===== src/rtl/drc_pkg.sv =====
package drc_pkg;

    typedef enum logic [3:0] {
        ST_IDLE,
        ST_ROW_SETUP,
        ST_RAS,
        ST_COL_SETUP,
        ST_CAS,
        ST_DATA,
        ST_PRECHARGE,
        ST_REF_SETUP,
        ST_REF_RAS,
        ST_REF_PRECHARGE
    } drc_state_e;

    typedef enum logic [1:0] {
        PIN_ROW,
        PIN_COL,
        PIN_REF
    } drc_pin_sel_e;

    localparam logic [1:0] STAT_IDLE    = 2'd0;
    localparam logic [1:0] STAT_ACCESS  = 2'd1;
    localparam logic [1:0] STAT_REFRESH = 2'd2;

endpackage


===== src/rtl/drc_refresh_timer.sv =====
module drc_refresh_timer #(
    parameter int REF_INTERVAL = 390
) (
    input  logic clk,
    input  logic rst_n,
    input  logic ack,
    output logic pending
);
    localparam int IW = (REF_INTERVAL > 1) ? $clog2(REF_INTERVAL) : 1;

    logic [IW-1:0] cnt;
    logic          tick;

    assign tick = (cnt == IW'(REF_INTERVAL - 1));

    always_ff @(posedge clk) begin
        if (!rst_n) begin
            cnt     <= '0;
            pending <= 1'b0;
        end else begin
            cnt <= tick ? '0 : cnt + 1'b1;
            if (tick)
                pending <= 1'b1;
            else if (ack)
                pending <= 1'b0;
        end
    end

    // a pending refresh stays pending until the state machine takes it
    a_r8_pending_held: assert property (@(posedge clk) disable iff (!rst_n)
        (pending && !ack) |=> pending);

endmodule


===== src/rtl/drc_phase_timer.sv =====
module drc_phase_timer #(
    parameter int PHASE_W = 4
) (
    input  logic               clk,
    input  logic               rst_n,
    input  logic [PHASE_W-1:0] limit,
    output logic               last
);
    logic [PHASE_W-1:0] cnt;

    assign last = (cnt == limit);

    always_ff @(posedge clk) begin
        if (!rst_n)
            cnt <= '0;
        else if (last)
            cnt <= '0;
        else
            cnt <= cnt + 1'b1;
    end

endmodule


===== src/rtl/drc_addr_path.sv =====
module drc_addr_path
    import drc_pkg::*;
#(
    parameter int ADDR_W = 8
) (
    input  logic                clk,
    input  logic                rst_n,
    input  logic                load,
    input  logic [ADDR_W-1:0]   addr_in,
    input  drc_pin_sel_e        sel,
    input  logic                ref_inc,
    output logic [((ADDR_W/2 > ADDR_W-ADDR_W/2) ? ADDR_W/2 : ADDR_W-ADDR_W/2)-1:0] pin_addr
);
    localparam int ROW_W = ADDR_W / 2;
    localparam int COL_W = ADDR_W - ROW_W;
    localparam int PIN_W = (ROW_W > COL_W) ? ROW_W : COL_W;

    logic [ROW_W-1:0] row_q;
    logic [COL_W-1:0] col_q;
    logic [ROW_W-1:0] ref_row;

    always_ff @(posedge clk) begin
        if (!rst_n) begin
            row_q   <= '0;
            col_q   <= '0;
            ref_row <= '0;
        end else begin
            if (load) begin
                row_q <= addr_in[ADDR_W-1 -: ROW_W];
                col_q <= addr_in[COL_W-1:0];
            end
            if (ref_inc)
                ref_row <= ref_row + 1'b1;
        end
    end

    always_comb begin
        unique case (sel)
            PIN_COL: pin_addr = PIN_W'(col_q);
            PIN_REF: pin_addr = PIN_W'(ref_row);
            default: pin_addr = PIN_W'(row_q);
        endcase
    end

endmodule


===== src/rtl/dram_refresh_ctrl.sv =====
module dram_refresh_ctrl
    import drc_pkg::*;
#(
    parameter int ADDR_W       = 8,
    parameter int DATA_W       = 8,
    parameter int PHASE_W      = 4,
    parameter int T_ROW_SETUP  = 1,
    parameter int T_RAS        = 2,
    parameter int T_COL_SETUP  = 1,
    parameter int T_CAS        = 1,
    parameter int T_DATA       = 2,
    parameter int T_PRECHARGE  = 2,
    parameter int T_REF_RAS    = 3,
    parameter int REF_INTERVAL = 390,
    localparam int PIN_W = (ADDR_W/2 > ADDR_W-ADDR_W/2) ? ADDR_W/2 : ADDR_W-ADDR_W/2
) (
    input  logic              clk,
    input  logic              rst_n,
    input  logic              req_valid,
    input  logic              req_write,
    input  logic [ADDR_W-1:0] req_addr,
    input  logic [DATA_W-1:0] req_wdata,
    output logic              rsp_ready,
    output logic [DATA_W-1:0] rsp_rdata,
    output logic [1:0]        status,
    output logic [PIN_W-1:0]  dram_addr,
    output logic              dram_ras_n,
    output logic              dram_cas_n,
    output logic              dram_oe_n,
    output logic              dram_we_n,
    output logic [DATA_W-1:0] dram_dq_out,
    output logic              dram_dq_oe,
    input  logic [DATA_W-1:0] dram_dq_in
);

    drc_state_e         state, state_nx;
    drc_pin_sel_e       pin_sel;
    logic [PHASE_W-1:0] limit;
    logic               last;
    logic               ref_pending;
    logic               ref_ack;
    logic               accept;
    logic               ref_inc;
    logic               wr_q;
    logic [DATA_W-1:0]  wdata_q;

    assign ref_ack = (state == ST_IDLE) && ref_pending;
    assign accept  = (state == ST_IDLE) && !ref_pending && req_valid;
    assign ref_inc = (state == ST_REF_RAS) && last;

    drc_refresh_timer #(.REF_INTERVAL(REF_INTERVAL)) u_ref (
        .clk     (clk),
        .rst_n   (rst_n),
        .ack     (ref_ack),
        .pending (ref_pending)
    );

    drc_phase_timer #(.PHASE_W(PHASE_W)) u_phase (
        .clk   (clk),
        .rst_n (rst_n),
        .limit (limit),
        .last  (last)
    );

    drc_addr_path #(.ADDR_W(ADDR_W)) u_addr (
        .clk      (clk),
        .rst_n    (rst_n),
        .load     (accept),
        .addr_in  (req_addr),
        .sel      (pin_sel),
        .ref_inc  (ref_inc),
        .pin_addr (dram_addr)
    );

    // phase length per state, programmed as length minus one
    always_comb begin
        unique case (state)
            ST_IDLE:          limit = '0;
            ST_ROW_SETUP:     limit = PHASE_W'(T_ROW_SETUP - 1);
            ST_RAS:           limit = PHASE_W'(T_RAS - 1);
            ST_COL_SETUP:     limit = PHASE_W'(T_COL_SETUP - 1);
            ST_CAS:           limit = PHASE_W'(T_CAS - 1);
            ST_DATA:          limit = PHASE_W'(T_DATA - 1);
            ST_PRECHARGE:     limit = PHASE_W'(T_PRECHARGE - 1);
            ST_REF_SETUP:     limit = PHASE_W'(T_ROW_SETUP - 1);
            ST_REF_RAS:       limit = PHASE_W'(T_REF_RAS - 1);
            ST_REF_PRECHARGE: limit = PHASE_W'(T_PRECHARGE - 1);
            default:          limit = '0;
        endcase
    end

    always_comb begin
        state_nx = state;
        unique case (state)
            ST_IDLE: begin
                if (ref_pending)
                    state_nx = ST_REF_SETUP;
                else if (req_valid)
                    state_nx = ST_ROW_SETUP;
            end
            ST_ROW_SETUP:     if (last) state_nx = ST_RAS;
            ST_RAS:           if (last) state_nx = ST_COL_SETUP;
            ST_COL_SETUP:     if (last) state_nx = ST_CAS;
            ST_CAS:           if (last) state_nx = ST_DATA;
            ST_DATA:          if (last) state_nx = ST_PRECHARGE;
            ST_PRECHARGE:     if (last) state_nx = ST_IDLE;
            ST_REF_SETUP:     if (last) state_nx = ST_REF_RAS;
            ST_REF_RAS:       if (last) state_nx = ST_REF_PRECHARGE;
            ST_REF_PRECHARGE: if (last) state_nx = ST_IDLE;
            default:          state_nx = ST_IDLE;
        endcase
    end

    // state register and request capture
    always_ff @(posedge clk) begin
        if (!rst_n) begin
            state   <= ST_IDLE;
            wr_q    <= 1'b0;
            wdata_q <= '0;
        end else begin
            state <= state_nx;
            if (accept) begin
                wr_q    <= req_write;
                wdata_q <= req_wdata;
            end
        end
    end

    // completion pulse and read capture at the end of the data phase
    always_ff @(posedge clk) begin
        if (!rst_n) begin
            rsp_ready <= 1'b0;
            rsp_rdata <= '0;
        end else begin
            rsp_ready <= (state == ST_DATA) && last;
            if ((state == ST_DATA) && last && !wr_q)
                rsp_rdata <= dram_dq_in;
        end
    end

    // pin and status outputs
    always_comb begin
        dram_ras_n  = 1'b1;
        dram_cas_n  = 1'b1;
        dram_oe_n   = 1'b1;
        dram_we_n   = 1'b1;
        dram_dq_oe  = 1'b0;
        dram_dq_out = wdata_q;
        pin_sel     = PIN_ROW;
        status      = STAT_ACCESS;
        unique case (state)
            ST_IDLE: begin
                status = ref_pending ? STAT_REFRESH : STAT_IDLE;
            end
            ST_ROW_SETUP: begin
                pin_sel = PIN_ROW;
            end
            ST_RAS: begin
                pin_sel    = PIN_ROW;
                dram_ras_n = 1'b0;
            end
            ST_COL_SETUP: begin
                pin_sel    = PIN_COL;
                dram_ras_n = 1'b0;
                dram_dq_oe = wr_q;
            end
            ST_CAS, ST_DATA: begin
                pin_sel    = PIN_COL;
                dram_ras_n = 1'b0;
                dram_cas_n = 1'b0;
                dram_we_n  = !wr_q;
                dram_oe_n  = wr_q;
                dram_dq_oe = wr_q;
            end
            ST_PRECHARGE: begin
                pin_sel = PIN_COL;
            end
            ST_REF_SETUP: begin
                pin_sel = PIN_REF;
                status  = STAT_REFRESH;
            end
            ST_REF_RAS: begin
                pin_sel    = PIN_REF;
                dram_ras_n = 1'b0;
                status     = STAT_REFRESH;
            end
            ST_REF_PRECHARGE: begin
                pin_sel = PIN_REF;
                status  = STAT_REFRESH;
            end
            default: begin
                status = STAT_IDLE;
            end
        endcase
    end

    // column strobe only under an active row strobe
    a_r3_cas_under_ras: assert property (@(posedge clk) disable iff (!rst_n)
        !dram_cas_n |-> !dram_ras_n);

    // output enable and write enable never both active
    a_r4_oe_we_excl: assert property (@(posedge clk) disable iff (!rst_n)
        !(!dram_oe_n && !dram_we_n));

    // ready lasts a single cycle
    a_r5_ready_single: assert property (@(posedge clk) disable iff (!rst_n)
        rsp_ready |=> !rsp_ready);

    // refresh row strobe never comes with a column strobe
    a_r7_refresh_no_cas: assert property (@(posedge clk) disable iff (!rst_n)
        (status == STAT_REFRESH) |-> dram_cas_n);

    // an idle controller with refresh pending goes to refresh, not to an access
    a_r6_refresh_first: assert property (@(posedge clk) disable iff (!rst_n)
        (state == ST_IDLE && ref_pending) |=> (state == ST_REF_SETUP));

endmodule


===== config.mk =====
export PLATFORM = sky130hd
export DESIGN_NAME = dram_refresh_ctrl
export DESIGN_NICKNAME = d
export VERILOG_FILES = /design/src/rtl/drc_pkg.sv /design/src/rtl/drc_refresh_timer.sv /design/src/rtl/drc_phase_timer.sv /design/src/rtl/drc_addr_path.sv /design/src/rtl/dram_refresh_ctrl.sv
export SDC_FILE = /design/constraint.sdc
export NUM_CORES = 1
export LEC_CHECK = 0
export BUFFER_PORTS_ARGS = -buffer_cell sky130_fd_sc_hd__buf_2
export CELL_PAD_IN_SITES_DETAIL_PLACEMENT = 1
export CELL_PAD_IN_SITES_GLOBAL_PLACEMENT = 2
export CORE_MARGIN = 4
export CORE_UTILIZATION = 34
export CTS_CLUSTER_SIZE = 28
export DETAILED_ROUTE_END_ITERATION = 12
export PLACE_DENSITY = 0.82
export RECOVER_POWER = 25
export SETUP_SLACK_MARGIN = 0.05
export SKIP_LAST_GASP = 1
export SLEW_MARGIN = 20
export SYNTH_ARGS = -nofsm -noshare
export SYNTH_HDL_FRONTEND = slang
export SYNTH_HIERARCHICAL = 1
export SYNTH_SLANG_ARGS = --single-unit

===== constraint.sdc =====
create_clock -name clk -period 4.3 [get_ports clk]
set_input_delay 0.86 -clock clk [delete_from_list [all_inputs] [get_ports clk]]
set_output_delay 0.86 -clock clk [all_outputs]
set_load 0.1 [all_outputs]

Word-level counts from Yosys, hierarchy flattened. Memories as Yosys holds them, arrays and structs flattened. A register that Yosys moved wholly into a read port is not among the register bits. Index checks and enable logic that the tools add are counted.

Reduce and logical (&&, ||, !) cells: 20. Eq/ne operators: 22. Bitwise operators: 1. Mux-type cells: 24. Add/subtract/negate cells: 3.

Operator list (number): $mux W4 (12); $pmux W4 S9 (1); $eq A4 B3 Y1 const B (4); $ne A2 B2 Y1 const B (7); $add A9 B1 Y9 const B (1); $eq A9 B9 Y1 const B (1); $reduce_and A9 Y1 (1); $add A4 B1 Y4 const B (2); $eq A4 B2 Y1 const B (2); $eq A4 B4 Y1 const B (2); $pmux W4 S2 (1); $reduce_or A2 Y1 (4); $mux W1 (7); $logic_and A1 B1 Y1 (6); $pmux W2 S3 (1); $reduce_or A3 Y1 (2); $reduce_or A6 Y1 (1); $reduce_or A5 Y1 (1); $eq A4 B1 Y1 const B (1); $eq A4 B4 Y1 (1); $logic_not A4 Y1 (1); $pmux W2 S2 (1); $reduce_or A4 Y1 (1); $ne A3 B2 Y1 const B (1); other kinds (7) (8).

Bits in registers: 48. Memory bits (read-only): 32. Memories: 1.

Memory list: (name not given) (words 16, bits a word 2, rd ports 1, clocked after memory_dff 1, write ports 0, line dram_refresh_ctrl.sv:77) `unique case (state)`.

Depth between registers and ports, before layout. Gate-level depths: netlist (run 1).

Depth after elaboration: 6. Gate-level depth with buffers: 14. Depth with buffers taken out: 13.

Cells and area by module. The synthesis (run 1) kept the hierarchy.

By module, submodules not included: dram_refresh_ctrl (cells each 157, area each 1307.5 um2, times used 1); drc_addr_path (cells each 59, area each 551.8 um2, times used 1); drc_refresh_timer (cells each 46, area each 426.7 um2, times used 1); drc_phase_timer (cells each 18, area each 187.7 um2, times used 1).

Least setup slack after synthesis (run 1). No wires, ideal clock.

Kind: register to output. From: register state[0]. To: output port dram_addr[0]. Path buffers: 1. Stages on the path, launching flop included: 8. Data arrival time: 3676 ps. Required time: 3440 ps. Setup slack: -236 ps. Path through: dfxtp_1 buf_2 nand2_1 or2_1 a21oi_1 inv_1 ha_1 o21ai_0.

Word-level cells in the longest chain between the ends: 5. Elaborated cells on any way between the ends: 13. Classes of those cells: 9 x eq/ne; 2 x mux; 2 x reduce/logical.

RTL lines: start: declaration (line dram_refresh_ctrl.sv:36) `drc_state_e state, state_nx;`; start signal: assignment (line dram_refresh_ctrl.sv:121) `state <= state_nx;`; $eq A4 B3 Y1, or another cell as far along (line dram_refresh_ctrl.sv:151) `unique case (state)`; $reduce_or A4 Y1 (no line) or $reduce_or A3 Y1 (tied branches); $pmux W2 S2 (*) (line dram_refresh_ctrl.sv:151); named net pin_sel[0] (line dram_refresh_ctrl.sv:37) `drc_pin_sel_e pin_sel;`; $eq A2 B2 Y1 or $eq A2 B1 Y1 (tied branches) (line drc_addr_path.sv:38) `unique case (sel)`; $pmux W4 S2 (*) (line drc_addr_path.sv:38); end: declaration (line dram_refresh_ctrl.sv:26) `output logic [PIN_W-1:0] dram_addr,`.

The timed path passes the listed nets; every way through them passes the cells marked *.

Worst setup path in the final report (run 1).
From: register state[1]. To: output port dram_addr[3].

Same word-level chain as after synthesis.

==> summary.txt, run 1 <==
Global routing
  • First-pass GRT wire length: 9.963 mm
  • Total grt overflow: 0
  • Tot GR Track Use: 0.1416
  • Largest net degree at the start of global routing: 23
  • Vias in the first global route: approximately 2100
  • Initial antenna violation count: 0

Pwr
  • Overall power: ~1500 µW
  • Power Dens Cells: a little over 500 nW/µm²
  • VDD IR max: between 0.0002 and 0.00025 V
  • Leakage: approximately 0.0012 µW

CTS
  • CTS Root Cell: clkbuf_8
  • Clk_lat worst skew: around 300 ps
  • Setup repair bufs after CTS: 0
  • Cts hold-fix bufs: 0
  • Cts bufs inserted: 5
  • Post_cts resized: 0
  • Clk pin slew, worst setup/hold paths: approximately 90 ps
  • CTS tree: done
  • Deepest clock path buffer count: 2
  • CTS H-Tree Depth: 2
  • Clock Sinks: 50

Synthesis
  • Post-synth EDFFs: 0
  • Synth Warn #: 6
  • Synth area leader: dfxtp_1
  • Yosys reg bits: 50
  • Share of flip-flops with an asynchronous set or reset: 0
  • Syn Inst Count: 280
  • Ys flop type: dfxtp_1
  • Count leader, synth: dfxtp_1
  • Ranking of synthesized cells by area: dfxtp_1 (40%), mux2i_1 (8.1%), nand2_1 (4.1%), nor2_1 (3.8%), ha_1 (3.5%)
  • Synthesized area: between 2000 and 2500 µm²
  • Top post-synthesis cells by count: dfxtp_1 (50), nand2_1 (27), nor2_1 (25)
  • Top-area cell type share of the netlist area: 0.4047
  • Avg Cell Area, Syn: between 8 and 9 µm²
  • Register area share after synthesis: 0.4047
  • Library cells used by synthesis: 50

Layout
  • Sequential cell area: around 1000 µm²
  • Non-filler cells, final: around 430
  • Share of cells above drive strength 1: 0.2115
  • Area growth from synthesis to layout: 16.84%
  • Fill cells: 834
  • Nets: 365
  • Diodes inserted: 0
  • Area of the multi-input gates: between 1000 and 1500 µm²

Timing
  • Minimum clock period: approximately 3800 ps
  • Post-route clock period utilization: 0.8770
  • Setup violations, final: 0
  • Max_slew headroom: 0.2144
  • Final hold slack: ~470 ps
  • Final hold vios: 0
  • Clock Skew: between 3 and 4 ps
  • Worst Tran Pin Value: 1183 ps
  • Final Max Slew Viols: 0
  • Fmax: roughly 270 MHz
  • RSZ-0062 raised after global routing: no

Floorplanning
  • Initial Util: 0.3562
  • Core box area: a little under 7000 µm²
  • I/O pin count: 56
  • Die area: 8704 µm²
  • # rows: 30
  • Width of the die: a little over 90 µm
  • Die Ht: 93.30 µm

Placement
  • Detailed placement HPWL: 4.484 mm
  • GP Congestion: between 0.7 and 0.8
  • I/O Buffers: 55
  • Placed Cells: approximately 420

Worst setup path
  • Critical path type: reg -> out
  • Critical Path, Cell by Cell: nand2_1, or2_1, a21oi_1, inv_1, ha_1, o21ai_0, buf_2
  • Worst Path Buf+Inv: 2
  • R2R setup slack: around 1100 ps
  • CP max stage delay: roughly 710 ps
  • Crit start category: flip-flop
  • Slowest stage cell, crit path: dfxtp_1
  • Largest delay share family, worst path: flip-flops
  • Crit path max fanout: 17
  • Signal arrival time at the worst endpoint: 2910 ps
  • Type of destination of the critical path: primary output
  • Worst EP required: between 3000 and 4000 ps
  • Worst-case reg-to-reg path depth: 11
  • Critical path depth in cells: 7

Route
  • Number of detailed-route iterations in the first pass: 4
  • Post-route ant nets: 0
  • Vias per cell: between 4 and 5
  • Final WL: 5.927 mm
  • DR iter-0 viols: 90
  • Via count: around 2100
  • # DRC: 0
  • Routed len/inst: 13.88 µm

Outcome
  • Outcome: completed

Hold path
  • Worst hold stages: 2
  • Hold/Removal Path Class: reg -> reg

Flow run
  • Max Cap Violations: 0
path summary, 6_finish.rpt:
path | from | to
hold reg to reg | dram_dq_out[6] | dram_dq_out[6]
setup / recovery | state[1] | dram_addr[3]
hold / removal | dram_dq_out[6] | dram_dq_out[6]
setup reg to reg | state[2] | limit[0]
placed cells by master, fill, tap and decap left out, types with 6 or more instances in the layout:
master and n:
a21boi_0 9, a21oi_1 8, buf_2 53, clkbuf_8 6
dfxtp_1 50, ha_1 7, inv_1 12, mux2i_1 20
nand2_1 27, nand3_1 13, nor2_1 25, nor2b_1 10
o21ai_0 13, or3_1 6, xnor2_1 8
tightest hold or removal path: stages, from the launching register on:
cell and delay (ps):
dfxtp_1 310, nand2_1 40, a21boi_0 70
final cells by class:
class / instances / area share
clock inverter: 1 / 0.001732
inverter: 12 / 0.01558
tap: 96 / 0.04156
sequential: 50 / 0.3463
multi-input combinational: 205 / 0.4693
clock buffer: 7 / 0.02987
timing repair buffer: 56 / 0.09567
where the power goes:
group          total, µW  internal (µW)  switching, µW
Clock                280            130            150
Sequential           574            512           61.8
Combinational        632            173            459
Total               1490            815            670
cell families (layout without fill, tap and decap cells):
kind of cell	after synthesis	in the layout	share of synthesized area
and+or+nand+nor	116	116	0.2529
DFF	50	50	0.4047
AOI/OAI and AO/OA	47	47	0.1265
buffers and inverters	26	76	0.04704
muxes	22	22	0.09307
xor gates and xnor gates	11	11	0.03895
adders and majority gates	7	7	0.03541
other	1	2	0.001516
stage by stage:
step / util / setup slack [ps] / setup TNS [ps] / area [µm²]
3_3_place_gp: 0.4045 / 944.1 / 0 / 2809
4_1_cts: 0.4177 / 518.2 / 0 / 2900
2_1_floorplan: - / -236.2 / -944.7 / 2477
6_report: 0.4162 / 529.0 / 0 / 2890
3_5_place_dp: 0.4045 / 857.0 / 0 / 2809
5_1_grt: 0.4162 / 218.0 / 0 / 2890
routing by layer:
layer,GRT usage,part of all wire
met5,0,0
met4,0.03663,0.0079
met3,0.03942,0.056
met2,0.2251,0.46
met1,0.1883,0.48
registers in the layout, indices dropped and copies added, names as in the netlist, 4 cells and up:
name and flops:
u_addr/ref_row 4, u_addr/row_q 4, u_addr/col_q 4, dram_dq_out 8
rsp_rdata 8, u_ref/cnt 9, u_phase/cnt 4, state 4
Note: power is estimated with default switching activity, not from simulation.
==> run 2, diff against run 1 <==
--- a/config.mk
+++ b/config.mk
@@ -6,17 +6,16 @@
 export NUM_CORES = 1
 export LEC_CHECK = 0
 export BUFFER_PORTS_ARGS = -buffer_cell sky130_fd_sc_hd__buf_2
-export CELL_PAD_IN_SITES_DETAIL_PLACEMENT = 1
-export CELL_PAD_IN_SITES_GLOBAL_PLACEMENT = 2
+export CELL_PAD_IN_SITES_DETAIL_PLACEMENT = 0
+export CELL_PAD_IN_SITES_GLOBAL_PLACEMENT = 1
 export CORE_MARGIN = 4
-export CORE_UTILIZATION = 34
+export CORE_UTILIZATION = 43
 export CTS_CLUSTER_SIZE = 28
 export DETAILED_ROUTE_END_ITERATION = 12
 export PLACE_DENSITY = 0.82
 export RECOVER_POWER = 25
 export SETUP_SLACK_MARGIN = 0.05
 export SKIP_LAST_GASP = 1
-export SLEW_MARGIN = 20
 export SYNTH_ARGS = -nofsm -noshare
 export SYNTH_HDL_FRONTEND = slang
 export SYNTH_HIERARCHICAL = 1
==> run 2 against run 1 <==
Effect of this change:
- wire length is 14% lower
- core utilization is 9.7 points higher
- non-clock buffer count is 1 lower
==> summary.txt, run 2 (same netlist as run 1, synthesis figures left out) <==
Outcome
  • Outcome: completed

Worst setup path
  • Critical Path, Cell by Cell: nand2_1, or2_1, a21oi_1, inv_1, ha_1, o21ai_0, buf_2
  • Crit start category: flip-flop
  • Origin of the worst setup path: state[1]
  • Signal arrival time at the worst endpoint: between 2000 and 3000 ps
  • Critical path type: reg -> out
  • R2R setup slack: roughly 1200 ps
  • Worst EP required: 3440 ps
  • Crit path max fanout: 17
  • FF-to-FF Start: state[2]
  • Type of destination of the critical path: primary output
  • Worst-case reg-to-reg path depth: 11
  • Worst Setup EP: dram_addr[3]
  • R2R Path End: limit[0]
  • CP max stage delay: slightly below 700 ps
  • Slowest stage cell, crit path: dfxtp_1

Layout
  • Area growth from synthesis to layout: 14.92%
  • Max reg flops: 9
  • Diodes inserted: 0
  • Final core utilization: 0.5131
  • Share of cells above drive strength 1: 0.2097
  • Nets: approximately 360
  • Commonest non-fill, non-tap cell in the layout: buf_2
  • Design area: approximately 2800 µm²
  • Most frequent cells in the layout: buf_2 (54), dfxtp_1 (50), nand2_1 (27)
  • Top reg by flops: u_ref/cnt

CTS
  • Clk pin slew, worst setup/hold paths: 80 ps
  • Clk_lat worst skew: approximately 300 ps
  • Deepest clock path buffer count: 2
  • Post_cts resized: 0
  • CTS H-Tree Depth: 2
  • Cts bufs inserted: 5
  • Clock Sinks: 50
  • CTS tree: done
  • CTS Root Cell: clkbuf_8
  • Setup repair bufs after CTS: 0
  • Cts hold-fix bufs: 0

Timing
  • Max_slew headroom: 0.09379
  • Final hold vios: 0
  • Fmax: ~270 MHz
  • Worst Tran Pin Value: about 1400 ps
  • Minimum clock period: 3659 ps
  • Post-route clock period utilization: 0.8509
  • Clock Skew: 6.155 ps
  • RSZ-0062 raised after global routing: no
  • Setup violations, final: 0
  • Final Max Slew Viols: 0

Pwr
  • Leakage: 0.001172 µW
  • Power Dens Cells: between 500 and 600 nW/µm²
  • VDD IR max: about 0.0003 V

Floorplanning
  • Initial Util: 0.4465
  • # rows: 27
  • Die area: 7030 µm²
  • I/O pin count: 56
  • Die Ht: ~84 µm
  • Width of the die: approximately 84 µm
  • Core box area: approximately 5500 µm²

Route
  • Number of detailed-route iterations in the first pass: 4
  • Post-route ant nets: 0
  • # DRC: 0
  • Via count: approximately 2000
  • Routed len/inst: around 13 µm
  • DR iter-0 viols: 144
  • Final WL: 5.116 mm
  • Vias per cell: between 5 and 6

Flow run
  • Max Cap Violations: 0

Global routing
  • First-pass GRT wire length: just under 9 mm
  • Vias in the first global route: 1922
  • Largest net degree at the start of global routing: 37
  • Initial antenna violation count: 0
  • Tot GR Track Use: 0.1515
  • Total grt overflow: 0

Placement
  • Placed cell area: around 2800 µm²
  • GP Congestion: between 0.8 and 0.9
  • I/O Buffers: 55
  • Detailed placement HPWL: 3.722 mm

Hold path
  • Hold/Removal Path Class: reg -> reg
-- run 2: routing by layer --
metal,track usage,vias to the layer above,part of all wire
li1,-,1066,-
met2,0.2473,45,0.46
met3,0.04047,6,0.047
met4,0.05263,0,0.016
met1,0.1924,942,0.47
met5,0,-,0
-- run 2: power by group --
group	switching (µW)	leakage, µW	internal [µW]	total, µW
Sequential	61.3	0.000407	512	573
Clock	143	0.0000383	112	255
Combinational	445	0.000727	172	617
-- run 2: through the flow --
step | power [µW] | hold slack [ps] | worst slack (ps) | cells | TNS, ps
after floorplan | 1115 | 443.7 | -236.2 | 281 | -944.7
after global placement | 1200 | 452.8 | 1048 | 394 | 0
after detailed placement | 1204 | 458.0 | 948.5 | 394 | 0
after CTS | 1464 | 470.0 | 603.9 | 401 | 0
after global routing | 1537 | 501.2 | 351.3 | 401 | 0
final | 1446 | 469.1 | 641.1 | 401 | 0
-- run 2: critical path: cells and delay by family, from the launching register on --
kind	cells	cell delay [ps]
and+or+nand+nor	2	540
buffers and inverters	2	520
AOI/OAI and AO/OA	2	380
adders and majority gates	1	380
DFF	1	690
-- run 2: area by class of cell --
type	instances	area, µm²
Fill cell	563	2698
Tap cell	72	90.09
Sequential cell	50	1001
Inverter	12	45.04
Clock buffer	7	76.32
Timing Repair Buffer	55	274.0
Multi-Input combinational cell	205	1356
-- run 2: worst min-delay path by stage --
| stage | start | end | depth (start not counted) |
|---|---|---|---|
| after global placement | dram_dq_out[1] | dram_dq_out[1] | 2 |
| final | dram_dq_out[1] | dram_dq_out[1] | 2 |
| after floorplan | u_ref/cnt[0] | u_ref/cnt[0] | 1 |
| after global routing | u_ref/cnt[0] | u_ref/cnt[0] | 1 |
| after CTS | dram_dq_out[5] | dram_dq_out[5] | 2 |
| after detailed placement | dram_dq_out[5] | dram_dq_out[5] | 2 |
